`config.mk`:
```
export PLATFORM = sky130hd
export DESIGN_NAME = asram_ctl
export DESIGN_NICKNAME = d
export VERILOG_FILES = /design/src/rtl/asram_ctl.sv
export SDC_FILE = /design/constraint.sdc
export NUM_CORES = 1
export LEC_CHECK = 0
export ABC_CLOCK_PERIOD_IN_PS = 6200
export BUFFER_PORTS_ARGS = -buffer_cell sky130_fd_sc_hd__buf_4
export CORE_ASPECT_RATIO = 1.5
export CORE_UTILIZATION = 48
export DETAILED_ROUTE_END_ITERATION = 10
export PLACE_DENSITY = 0.82
export SETUP_SLACK_MARGIN = 0.4
export SYNTH_ARGS = -nofsm -noshare
export SYNTH_HDL_FRONTEND = slang
export SYNTH_SLANG_ARGS = --single-unit
```
`constraint.sdc`:
```
create_clock -name clk -period 6.2 [get_ports clk]
set_input_delay 1.24 -clock clk [delete_from_list [all_inputs] [get_ports clk]]
set_output_delay 1.24 -clock clk [all_outputs]
set_load 0.1 [all_outputs]
```
`src/rtl/asram_ctl.sv`:
```
module asram_ctl #(
  parameter int AW  = 16,
  parameter int BW  = 2,
  parameter int DW  = 16,
  parameter int CW  = 4,
  parameter int DIV = 6
) (
  input  logic          clk,
  input  logic          rst_n,
  input  logic          cfg_ew,
  input  logic          cfg_ss,
  input  logic [CW-1:0] cfg_rd_setup,
  input  logic [CW-1:0] cfg_rd_strobe,
  input  logic [CW-1:0] cfg_rd_hold,
  input  logic [CW-1:0] cfg_wr_setup,
  input  logic [CW-1:0] cfg_wr_strobe,
  input  logic [CW-1:0] cfg_wr_hold,
  input  logic [CW-1:0] cfg_turn,
  input  logic          req_valid,
  output logic          req_ready,
  input  logic          req_wr,
  input  logic [AW-1:0] req_addr,
  input  logic [BW-1:0] req_bank,
  input  logic [DW-1:0] req_wdata,
  output logic          rsp_done,
  output logic [DW-1:0] rsp_rdata,
  output logic          mem_cs_n,
  output logic          mem_oe_n,
  output logic          mem_we_n,
  output logic          mem_rnw,
  output logic [AW-1:0] mem_addr,
  output logic [BW-1:0] mem_bank,
  output logic [DW-1:0] mem_dout,
  output logic          mem_doe,
  input  logic [DW-1:0] mem_din,
  input  logic          mem_wait
);
  localparam int DVW  = $clog2(DIV);
  localparam int WREL = 4;

  typedef enum logic [2:0] {S_IDLE, S_SETUP, S_STRB, S_WAITX, S_HOLD, S_TURN} st_t;

  st_t           st;
  logic [DVW-1:0] div_q;
  logic          tick;
  logic [1:0]    wsync;
  logic          wait_s;
  logic [CW-1:0] cnt, lim;
  logic [1:0]    wcnt;
  logic          wr_q, done_q;
  logic [AW-1:0] addr_q;
  logic [BW-1:0] bank_q;
  logic [DW-1:0] wdata_q, rdata_q;
  logic          busy, strobe, last;

  assign tick   = div_q == DVW'(DIV - 1);
  assign wait_s = wsync[1];
  assign last   = cnt == lim;

  always_ff @(posedge clk or negedge rst_n) begin
    if (!rst_n) begin
      div_q <= '0;
      wsync <= '0;
    end else begin
      div_q <= tick ? '0 : div_q + 1'b1;
      wsync <= {wsync[0], mem_wait};
    end
  end

  always_comb begin
    unique case (st)
      S_SETUP: lim = wr_q ? cfg_wr_setup  : cfg_rd_setup;
      S_STRB:  lim = wr_q ? cfg_wr_strobe : cfg_rd_strobe;
      S_HOLD:  lim = wr_q ? cfg_wr_hold   : cfg_rd_hold;
      S_TURN:  lim = cfg_turn;
      default: lim = '0;
    endcase
  end

  always_ff @(posedge clk or negedge rst_n) begin
    if (!rst_n) begin
      st      <= S_IDLE;
      cnt     <= '0;
      wcnt    <= '0;
      wr_q    <= 1'b0;
      addr_q  <= '0;
      bank_q  <= '0;
      wdata_q <= '0;
      rdata_q <= '0;
      done_q  <= 1'b0;
    end else begin
      done_q <= 1'b0;
      if (tick) begin
        unique case (st)
          S_IDLE: if (req_valid) begin
            st      <= S_SETUP;
            cnt     <= '0;
            wr_q    <= req_wr;
            addr_q  <= req_addr;
            bank_q  <= req_bank;
            wdata_q <= req_wdata;
          end
          S_SETUP: if (last) begin
            st  <= S_STRB;
            cnt <= '0;
          end else cnt <= cnt + 1'b1;
          S_STRB: if (last) begin
            cnt <= '0;
            if (cfg_ew && wait_s) begin
              st   <= S_WAITX;
              wcnt <= '0;
            end else begin
              st <= S_HOLD;
              if (!wr_q) rdata_q <= mem_din;
            end
          end else cnt <= cnt + 1'b1;
          S_WAITX: if (wait_s) wcnt <= '0;
          else if (wcnt == 2'(WREL - 1)) begin
            st <= S_HOLD;
            if (!wr_q) rdata_q <= mem_din;
          end else wcnt <= wcnt + 1'b1;
          S_HOLD: if (last) begin
            cnt <= '0;
            if (wr_q) st <= S_TURN;
            else begin
              st     <= S_IDLE;
              done_q <= 1'b1;
            end
          end else cnt <= cnt + 1'b1;
          S_TURN: if (last) begin
            cnt    <= '0;
            st     <= S_IDLE;
            done_q <= 1'b1;
          end else cnt <= cnt + 1'b1;
          default: st <= S_IDLE;
        endcase
      end
    end
  end

  assign busy   = st inside {S_SETUP, S_STRB, S_WAITX, S_HOLD};
  assign strobe = st inside {S_STRB, S_WAITX};

  assign req_ready = (st == S_IDLE) && tick;
  assign rsp_done  = done_q;
  assign rsp_rdata = rdata_q;
  assign mem_cs_n  = ~(cfg_ss ? strobe : busy);
  assign mem_oe_n  = ~(strobe & ~wr_q);
  assign mem_we_n  = ~(strobe & wr_q);
  assign mem_rnw   = ~(busy & wr_q);
  assign mem_addr  = addr_q;
  assign mem_bank  = bank_q;
  assign mem_dout  = wdata_q;
  assign mem_doe   = busy & wr_q;
endmodule

```
* Word-level counts from Yosys, hierarchy flattened
Cells that the tools add are included.
Cells by class: add/sub/neg operators 3, eq/ne operators 18, muxes and demuxes 35, bitwise logic cells 8, reductions and logical operators 12
Operator list (count):
- $mux 16 | 5
- $pmux 16 s2 | 1
- $mux 3 | 10
- $mux 4 | 5
- $ne 2x2->1 const B | 9
- $pmux 3 s6 | 1
- $pmux 4 s4 | 1
- $eq 3x3->1 const B | 3
- $mux 2 | 4
- $pmux 4 s2 | 1
- $reduce_and 8->1 | 1
- $eq 3x2->1 const B | 2
- $reduce_and 3->1 | 2
- $reduce_and 6->1 | 1
- $mux 1 | 5
- $not 1->1 | 5
- $reduce_and 5->1 | 1
- $add 4x1->4 const B | 1
- $eq 4x4->1 | 1
- $pmux 2 s2 | 1
- $reduce_bool 2->1 | 2
- $reduce_bool 4->1 | 1
- $reduce_or 4->1 | 1
- $add 3x1->3 const B | 1
- 8 further kinds | 11
Word-level totals: flip-flop bits (word level) 66, input bits 85, output and inout port bits 57, word-level logic and storage cells 87

* Longest topological paths before layout
Gate-level depths: netlist of the first run.
word-level depth 6, depth in mapped cells 11, gate-level depth less buffers 7

* Worst setup path after synthesis of the first run
No wires, ideal clock.
path kind reg2reg, from reg st[1], to reg addr_q[10], in the netlist mem_addr[10], setup time 0.126 ns, data arrival time 4.347 ns, data required time 6.074 ns, setup slack 1.727 ns, cell stages (with the launch flop) 7, path buffers 2, clock period less this slack 4.473 ns, cell sequence dfrtp_1 > buf_6 > or3_2 > nor3_1 > nand2_1 > clkbuf_1 > mux2_2
On the way: longest elaborated chain between the ends 2
RTL lines:
- from (decl) | line 43 | st_t st;
- from (signal assigned) | line 82 | st <= S_IDLE;
- from (signal assigned) | line 96 | st <= S_SETUP;
- from (signal assigned) | line 104 | st <= S_STRB;
- $logic_not 3->1 | line 94 | unique case (st)
- $reduce_and 3->1 (no line)
- to (signal assigned) | line 99 | addr_q <= req_addr;
- to (decl) | line 51 | logic [AW-1:0] addr_q;
Every way passes these cells. A chain may end at the register's enable or synchronous reset.

* Worst setup path after layout of the first run
from in cfg_wr_strobe[2], to reg rdata_q[3], in the netlist rsp_rdata[3]
On the way: longest elaborated chain between the ends 5
RTL lines:
- from (decl) | line 16 | input logic [CW-1:0] cfg_wr_strobe,
- $mux 4 | line 73 | S_STRB: lim = wr_q ? cfg_wr_strobe : cfg_rd_strobe;
- $pmux 4 s4 | line 71 | unique case (st)
- $eq 4x4->1 | line 58 | assign last = cnt == lim;
- $ne 2x2->1 (no line)
- $reduce_and 6->1 (no line)
- to (signal assigned) | line 114 | if (!wr_q) rdata_q <= mem_din;
- to (signal assigned) | line 120 | if (!wr_q) rdata_q <= mem_din;
- to (decl) | line 53 | logic [DW-1:0] wdata_q, rdata_q;
Every way passes these cells.

==> summary.txt, run 1 <==
Timing
  • Fin crit period: 3.53 ns
  • Max Fclk: around 280 MHz
  • Worst Tran Pin Value: 0.862 ns
  • Hold WS: 0.352 ns
  • Final setup fails: 0
  • Final Hold Viols: 0
  • Final Cycle Share: 57.0%
  • Fin Setup TNS: 0 ns
  • RSZ-0062 raised after global routing: no
  • Max Slew Vio Count: 0
  • Worst relative slew slack: a little over two fifths
  • Clk_skew: slightly below 0.005 ns

Floorplan
  • Starting density of the core: 50.0%
  • Die area: around 6800 um2
  • Width of the die: between 60 and 70 um
  • Core Area: approximately 6200 um2
  • I/O pin cnt: 142
  • Height of the chip: 101 um
  • Std-Cell Rows: 35

Worst setup path
  • Max incr delay on CP: 0.82 ns
  • Startpoint types: primary input
  • R2R Setup Slk: 2.71 ns
  • Cell Chain, Critical Path: buf_4 -> mux2i_1 -> o22ai_1 -> a211oi_1 -> xnor2_1 -> nor4_4 -> o2111a_1 -> mux2_2
  • Worst EP arrival: 3.75 ns
  • Critical Path RT: 6.42 ns
  • Crit path max fanout: 16
  • Slowest cell on the critical path: o2111a_1
  • Crit-path leading delay family: compound AO/OA/AOI/OAI gates
  • Kind of end point of the critical path: flip-flop
  • Worst Path Buf+Inv: 1
  • WS Path Type: in2reg

Placement
  • # port buffers: ~140
  • Gpl congestion: 0.800
  • Detailed Place HPWL: around 5400 um

Clocking
  • H-tree depth: 3
  • CTS tree: built
  • Worst skew pair latency: 0.33 ns
  • Resize count post-CTS: 0
  • Post-CTS setup repair buffer count: 0
  • CTS max path bufs: 2
  • TritonCTS Buffers: 9
  • Hold Buf Count CTS: 0
  • Clk slew on worst S/H paths: about 0.070 ns
  • CTS root buffer: clkbuf_8
  • CTS sink cnt: between 60 and 70

Logic synthesis
  • Simple-gate share of the synthesized area: 8.37%
  • Synth warn: 0
  • Sequential fraction of the synthesis area: 53.1%
  • Multiplexer share of the synthesized area: 24.6%
  • Syn_area_per_cell: between 10 and 15 um2
  • Asr flop ratio synth: 100%
  • Post-synth EDFFs: 0
  • Cell Area, Synth: about 3100 um2
  • Post-synth net total: 320
  • Dominant synthesized flop cell: dfrtp_1
  • Syn Inst Count: 233
  • Synth Area in Compound Gates: 7.69%
  • Unique masters post-synth: 45
  • Post-Synth XOR/XNOR Area: 1.13%
  • Largest family of logic cells by synthesized area: multiplexers
  • Synth Area in Adders: 0.805%
  • Number of synthesized register bits: 66

Detailed routing
  • Total Routed Length: slightly above 7000 um
  • Final ANT Viol Nets: 0
  • DRT iter0 DRCs: 125
  • First-pass iteration count of the detailed router: 4
  • Remaining DRCs: 0
  • Number of vias per cell: about 5.3
  • Vias: 2395
  • Drt wl/cell: 15.6 um

Run status
  • Status: finished clean

Finish
  • Post-layout util: 70.3%
  • Synthesis-to-finish area growth: 40.6%
  • Ant. Diodes: 0
  • Most common cell after layout, fill and taps aside: buf_4
  • Highest-count cells in the layout ignoring fill and taps: buf_4, dfrtp_1, mux2_2
  • Layout Nets: 461
  • Layout cells sized above 1: 59.9%

Pwr
  • Worst VDD drop: 0.346 mV
  • LEAKAGE: 0.00226 uW
  • Pwr dens: 443 nW/um2

Global route
  • Largest net degree at the start of global routing: 67
  • Vias in the first global route: between 2000 and 2500
  • First-pass GRT wire length: 10900 um
  • GRT Total Usage: 21.7%
  • Initial antenna violation count: 0
  • Overflow after GRT: 0

Run
  • Maximum capacitance violations: 0

Hold path
  • Hold Crit Class: reg2reg
-- logic make-up (layout without fill, tap and decap cells) --
group	Yosys count	in the layout
muxes	66	66
DFF	66	66
adders and majority gates	2	2
buffers and inverters	17	163
AOI/OAI and AO/OA	35	35
and+or+nand+nor	43	43
xor gates and xnor gates	4	4
-- stage by stage --
| step | setup slack [ns] | area (um2) | power [uW] | instances |
|---|---|---|---|---|
| after floorplan | 1.73 | 3110 | 1350 | 233 |
| after global placement | 2.36 | 4150 | 1530 | 437 |
| after detailed placement | 2.29 | 4150 | 1550 | 437 |
| after CTS | 2.63 | 4370 | 1950 | 453 |
| after global routing | 2.45 | 4370 | 2020 | 453 |
| final | 2.67 | 4370 | 1940 | 453 |
-- cell type report --
cell class / instances / area, um2
Fill cell: 465 / 1850
Tap cell: 74 / 92.6
Clock inverter: 5 / 77.6
Timing Repair Buffer: 142 / 1070
Clock buffer: 11 / 141
Multi-Input combinational cell: 150 / 1330
Sequential cell: 66 / 1650
Inverter: 5 / 18.8
-- flip-flops by register name, summed over array words and instances (netlist names) --
register / count
mem_addr: 16
mem_dout: 16
rsp_rdata: 16
cnt: 4
div_q: 3
st: 3
mem_bank: 2
wcnt: 2
wsync: 2
rsp_done: 1
wr_q: 1
-- path summary, 6_finish.rpt --
path / from / to / cells after the start
worst min-delay path: wsync[0]$_DFF_PN0_ / wsync[1]$_DFF_PN0_ / 0
worst min register to register: wsync[0]$_DFF_PN0_ / wsync[1]$_DFF_PN0_ / 0
worst max register to register: st[0]$_DFFE_PN0P_ / rsp_rdata[3]$_DFFE_PN0P_ / 7
worst max-delay path: cfg_wr_strobe[2] / rsp_rdata[3]$_DFFE_PN0P_ / 8
max in group asynchronous: rst_n / cnt[0]$_DFFE_PN0P_ / 1
min in group asynchronous: rst_n / rsp_rdata[15]$_DFFE_PN0P_ / 1
-- cells in the mapped netlist (3+ instances only) --
| cell type | count | area (um2) |
|---|---|---|
| dfrtp_1 | 66 | 1650 |
| mux2_2 | 44 | 495 |
| mux2i_1 | 12 | 120 |
| nand2_1 | 11 | 41.3 |
| o21ai_0 | 11 | 55.1 |
| mux2_4 | 10 | 150 |
| nor2_1 | 6 | 22.5 |
| a211oi_1 | 5 | 37.5 |
| buf_6 | 5 | 56.3 |
| inv_1 | 5 | 18.8 |
| nand3_1 | 4 | 20.0 |
| nor3_1 | 4 | 20.0 |
| o22ai_1 | 4 | 25.0 |
| xnor2_1 | 4 | 35.0 |
| a21oi_1 | 3 | 15.0 |
| clkbuf_1 | 3 | 11.3 |
| or3b_2 | 3 | 26.3 |
-- routing by layer --
layer  share of wire (%)  vias up  track usage [%]
met5                   0        -                0
met4                 2.1        0             9.98
met3                 7.8       14             6.67
met2                  55      100             38.2
met1                  35     1161             22.8
li1                    -     1120                -
-- power breakdown --
part	internal, uW	switching, uW	total, uW	leakage [uW]
sequential	509	86.8	596	0.000883
combinational	274	672	946	0.00127
clock	236	159	395	0.000109
Power figures use the tool's default switching activity.
==> run 2, diff against run 1 <==
--- a/config.mk
+++ b/config.mk
@@ -5,12 +5,12 @@
 export SDC_FILE = /design/constraint.sdc
 export NUM_CORES = 1
 export LEC_CHECK = 0
-export ABC_CLOCK_PERIOD_IN_PS = 6200
+export ABC_CLOCK_PERIOD_IN_PS = 3500
 export BUFFER_PORTS_ARGS = -buffer_cell sky130_fd_sc_hd__buf_4
 export CORE_ASPECT_RATIO = 1.5
-export CORE_UTILIZATION = 48
+export CORE_UTILIZATION = 47
 export DETAILED_ROUTE_END_ITERATION = 10
-export PLACE_DENSITY = 0.82
+export PLACE_DENSITY = 0.8
 export SETUP_SLACK_MARGIN = 0.4
 export SYNTH_ARGS = -nofsm -noshare
 export SYNTH_HDL_FRONTEND = slang
==> constraint.sdc (replaced) <==
create_clock -name clk -period 3.5 [get_ports clk]
set_input_delay 0.7 -clock clk [delete_from_list [all_inputs] [get_ports clk]]
set_output_delay 0.7 -clock clk [all_outputs]
set_load 0.1 [all_outputs]
==> summary.txt, run 2 (synthesis results as in run 1) <==
Run status
  • Status: finished clean

Placement
  • Detailed Place HPWL: 5500 um (+2.6%)
  • Gpl congestion: 0.785 (-1.9%)
  • Placed cells: 439 (+0.46%)
  • Pre-CTS setup slack: 0.451 ns (-1.84 ns)
  • # port buffers: 141 (unchanged)

Clocking
  • TritonCTS Buffers: 9 (unchanged)
  • Worst skew pair latency: 0.34 ns (about the same)
  • CTS max path bufs: 2 (unchanged)
  • Clk slew on worst S/H paths: 0.07 ns (about the same)
  • H-tree depth: 3 (unchanged)
  • Hold Buf Count CTS: 0 (unchanged)
  • CTS root buffer: clkbuf_8
  • CTS sink cnt: 66 (unchanged)
  • CTS tree: built

Finish
  • Final Non-Filler Cells: 456 (+0.66%)
  • Layout Nets: 464 (+0.65%)
  • Synthesis-to-finish area growth: 42.9%
  • Layout cells sized above 1: 61.8% (+1.9 points)
  • Ant. Diodes: 0 (unchanged)
  • Highest-count cells in the layout ignoring fill and taps: buf_4, dfrtp_1, mux2_2
  • Most common cell after layout, fill and taps aside: buf_4

Detailed routing
  • Drt wl/cell: 16.4 um (+5.2%)
  • Met3 Routed Length: 570 um (+3.4%)
  • DRT met1 WL: 2700 um (+9.6%)
  • Uppermost routed layer: met4
  • DRT iter0 DRCs: 146 (+17%)
  • Total Routed Length: 7470 um (+5.9%)
  • Remaining DRCs: 0 (unchanged)
  • First-pass iteration count of the detailed router: 4 (unchanged)
  • Final ANT Viol Nets: 0 (unchanged)
  • Number of vias per cell: 5.25 (-0.78%)
  • Vias: 2392 (-0.13%)
  • Met2 WL post-DR: 4030 um (+3.5%)

Timing
  • Final Cycle Share: 82.9%
  • Max Fclk: 345 MHz
  • Final Hold Viols: 0 (unchanged)
  • Max Slew Vio Count: 0 (unchanged)
  • Worst relative slew slack: 45.8% (+3.2 points)
  • Clk_skew: 0.0126 ns (+0.00767 ns)
  • RSZ-0062 raised after global routing: no
  • Fin crit period: 2.90 ns
  • Worst Tran Pin Value: 0.814 ns (-0.0482 ns)
  • Fin Setup TNS: 0 ns (unchanged)
  • Final setup fails: 0 (unchanged)
  • Final worst slack: 0.600 ns (-2.07 ns)

Run
  • Maximum capacitance violations: 0 (unchanged)

Worst setup path
  • Worst EP arrival: 3.12 ns (-0.63 ns)
  • Kind of end point of the critical path: flip-flop
  • Startpoint types: flip-flop
  • WS Path Type: reg2reg
  • Crit path max fanout: 16 (unchanged)
  • Critical Path RT: 3.72 ns (-2.70 ns)

Global route
  • GRT Total Usage: 22.8% (+1.1 points)
  • Initial antenna violation count: 0 (unchanged)
  • First-pass GRT wire length: 11600 um (+6.1%)
  • Largest net degree at the start of global routing: 67 (unchanged)
  • Vias in the first global route: 2568 (+5.2%)
  • Overflow after GRT: 0 (unchanged)

Pwr
  • LEAKAGE: 0.00228 uW (+1.1%)
  • Worst VDD drop: 0.673 mV (+94%)
  • Pwr dens: 800 nW/um2 (+81%)

Floorplan
  • I/O pin cnt: 142 (unchanged)
  • Die area: 6950 um2 (+2.1%)
  • Width of the die: 68.4 um (+1.0%)
  • Height of the chip: 102 um (+1.0%)
  • Starting density of the core: 49.7% (-0.35 points)
  • Core Area: 6260 um2 (+0.70%)
  • Std-Cell Rows: 35 (unchanged)

Hold path
  • Hold Crit Class: reg2reg
run 2: cell types whose count changed in the layout (fill, tap and decap cells not counted):
cell | previous run | this run
clkinv_2 | 2 | 0
clkbuf_8 | 10 | 9
inv_6 | 0 | 2
clkinv_4 | 0 | 1
dfrtp_1 | 66 | 63
buf_4 | 142 | 145
bufinv_16 | 2 | 3
clkbuf_1 | 1 | 0
nand3_1 | 4 | 3
dfrtp_2 | 0 | 3
nor3_4 | 0 | 1
nand3_2 | 0 | 1
nor3_1 | 4 | 3
run 2: power breakdown:
group          internal (uW)  leakage (uW)  total (uW)  switching [uW]
Sequential               905      0.000880        1040             138
Clock                    479      0.000120         793             314
Combinational            496       0.00128        1720            1220
run 2: final timing paths:
path                       slack [ns]                from                  endpoint  depth (start not counted)
setup / recovery                 0.60   st[0]$_DFFE_PN0P_  rsp_rdata[4]$_DFFE_PN0P_                          9
hold / removal                   0.36  wsync[0]$_DFF_PN0_        wsync[1]$_DFF_PN0_                          0
setup reg to reg                 0.60   st[0]$_DFFE_PN0P_  rsp_rdata[4]$_DFFE_PN0P_                          9
hold reg to reg                  0.36  wsync[0]$_DFF_PN0_        wsync[1]$_DFF_PN0_                          0
max in group asynchronous        2.46               rst_n         st[2]$_DFFE_PN0P_                          1
min in group asynchronous        0.45               rst_n   mem_addr[7]$_DFFE_PN0P_                          1
run 2: layer usage:
metal	vias up	GRT usage, %
met2	99	40.3
met3	14	5.97
met4	0	11.2
li1	1126	-
met1	1153	24.3
met5	-	0
run 2: repair_timing:
item | 4_1_cts | 5_1_grt
hold endpoints to repair | 0 | 0
endpoints found under the setup margin | 0 | 16
gates resized for setup | 0 | 3
buffers inserted | 0 | 1
run 2: final cells by class:
cell class	count	area, um2
repair buffers	145	1090
clock buffers	9	124
well taps	74	92.6
flip-flops and latches	66	1660
fillers	459	1820
multi-input cells	150	1340
clock inverters	7	124
inverters	5	18.8
run 2: per-stage QoR:
step / utilization [%] / instance area, um2 / hold slack (ns) / power [uW]
5_1_grt: 71.0 / 4440 / 0.380 / 3690
3_3_place_gp: 66.8 / 4190 / 0.339 / 2740
3_5_place_dp: 66.8 / 4190 / 0.348 / 2770
4_1_cts: 70.8 / 4430 / 0.365 / 3570
6_report: 71.0 / 4440 / 0.360 / 3550
2_1_floorplan: - / 3130 / 0.331 / 2400
run 2: worst max-delay path: stages (launching register included):
cell and delay [ns]:
dfrtp_1 0.46, buf_4 0.22, o21ai_2 0.10, and3_4 0.22
a211oi_1 0.32, xnor2_1 0.15, nor4_4 0.45, o2111a_1 0.23
buf_4 0.27, mux2_2 0.37
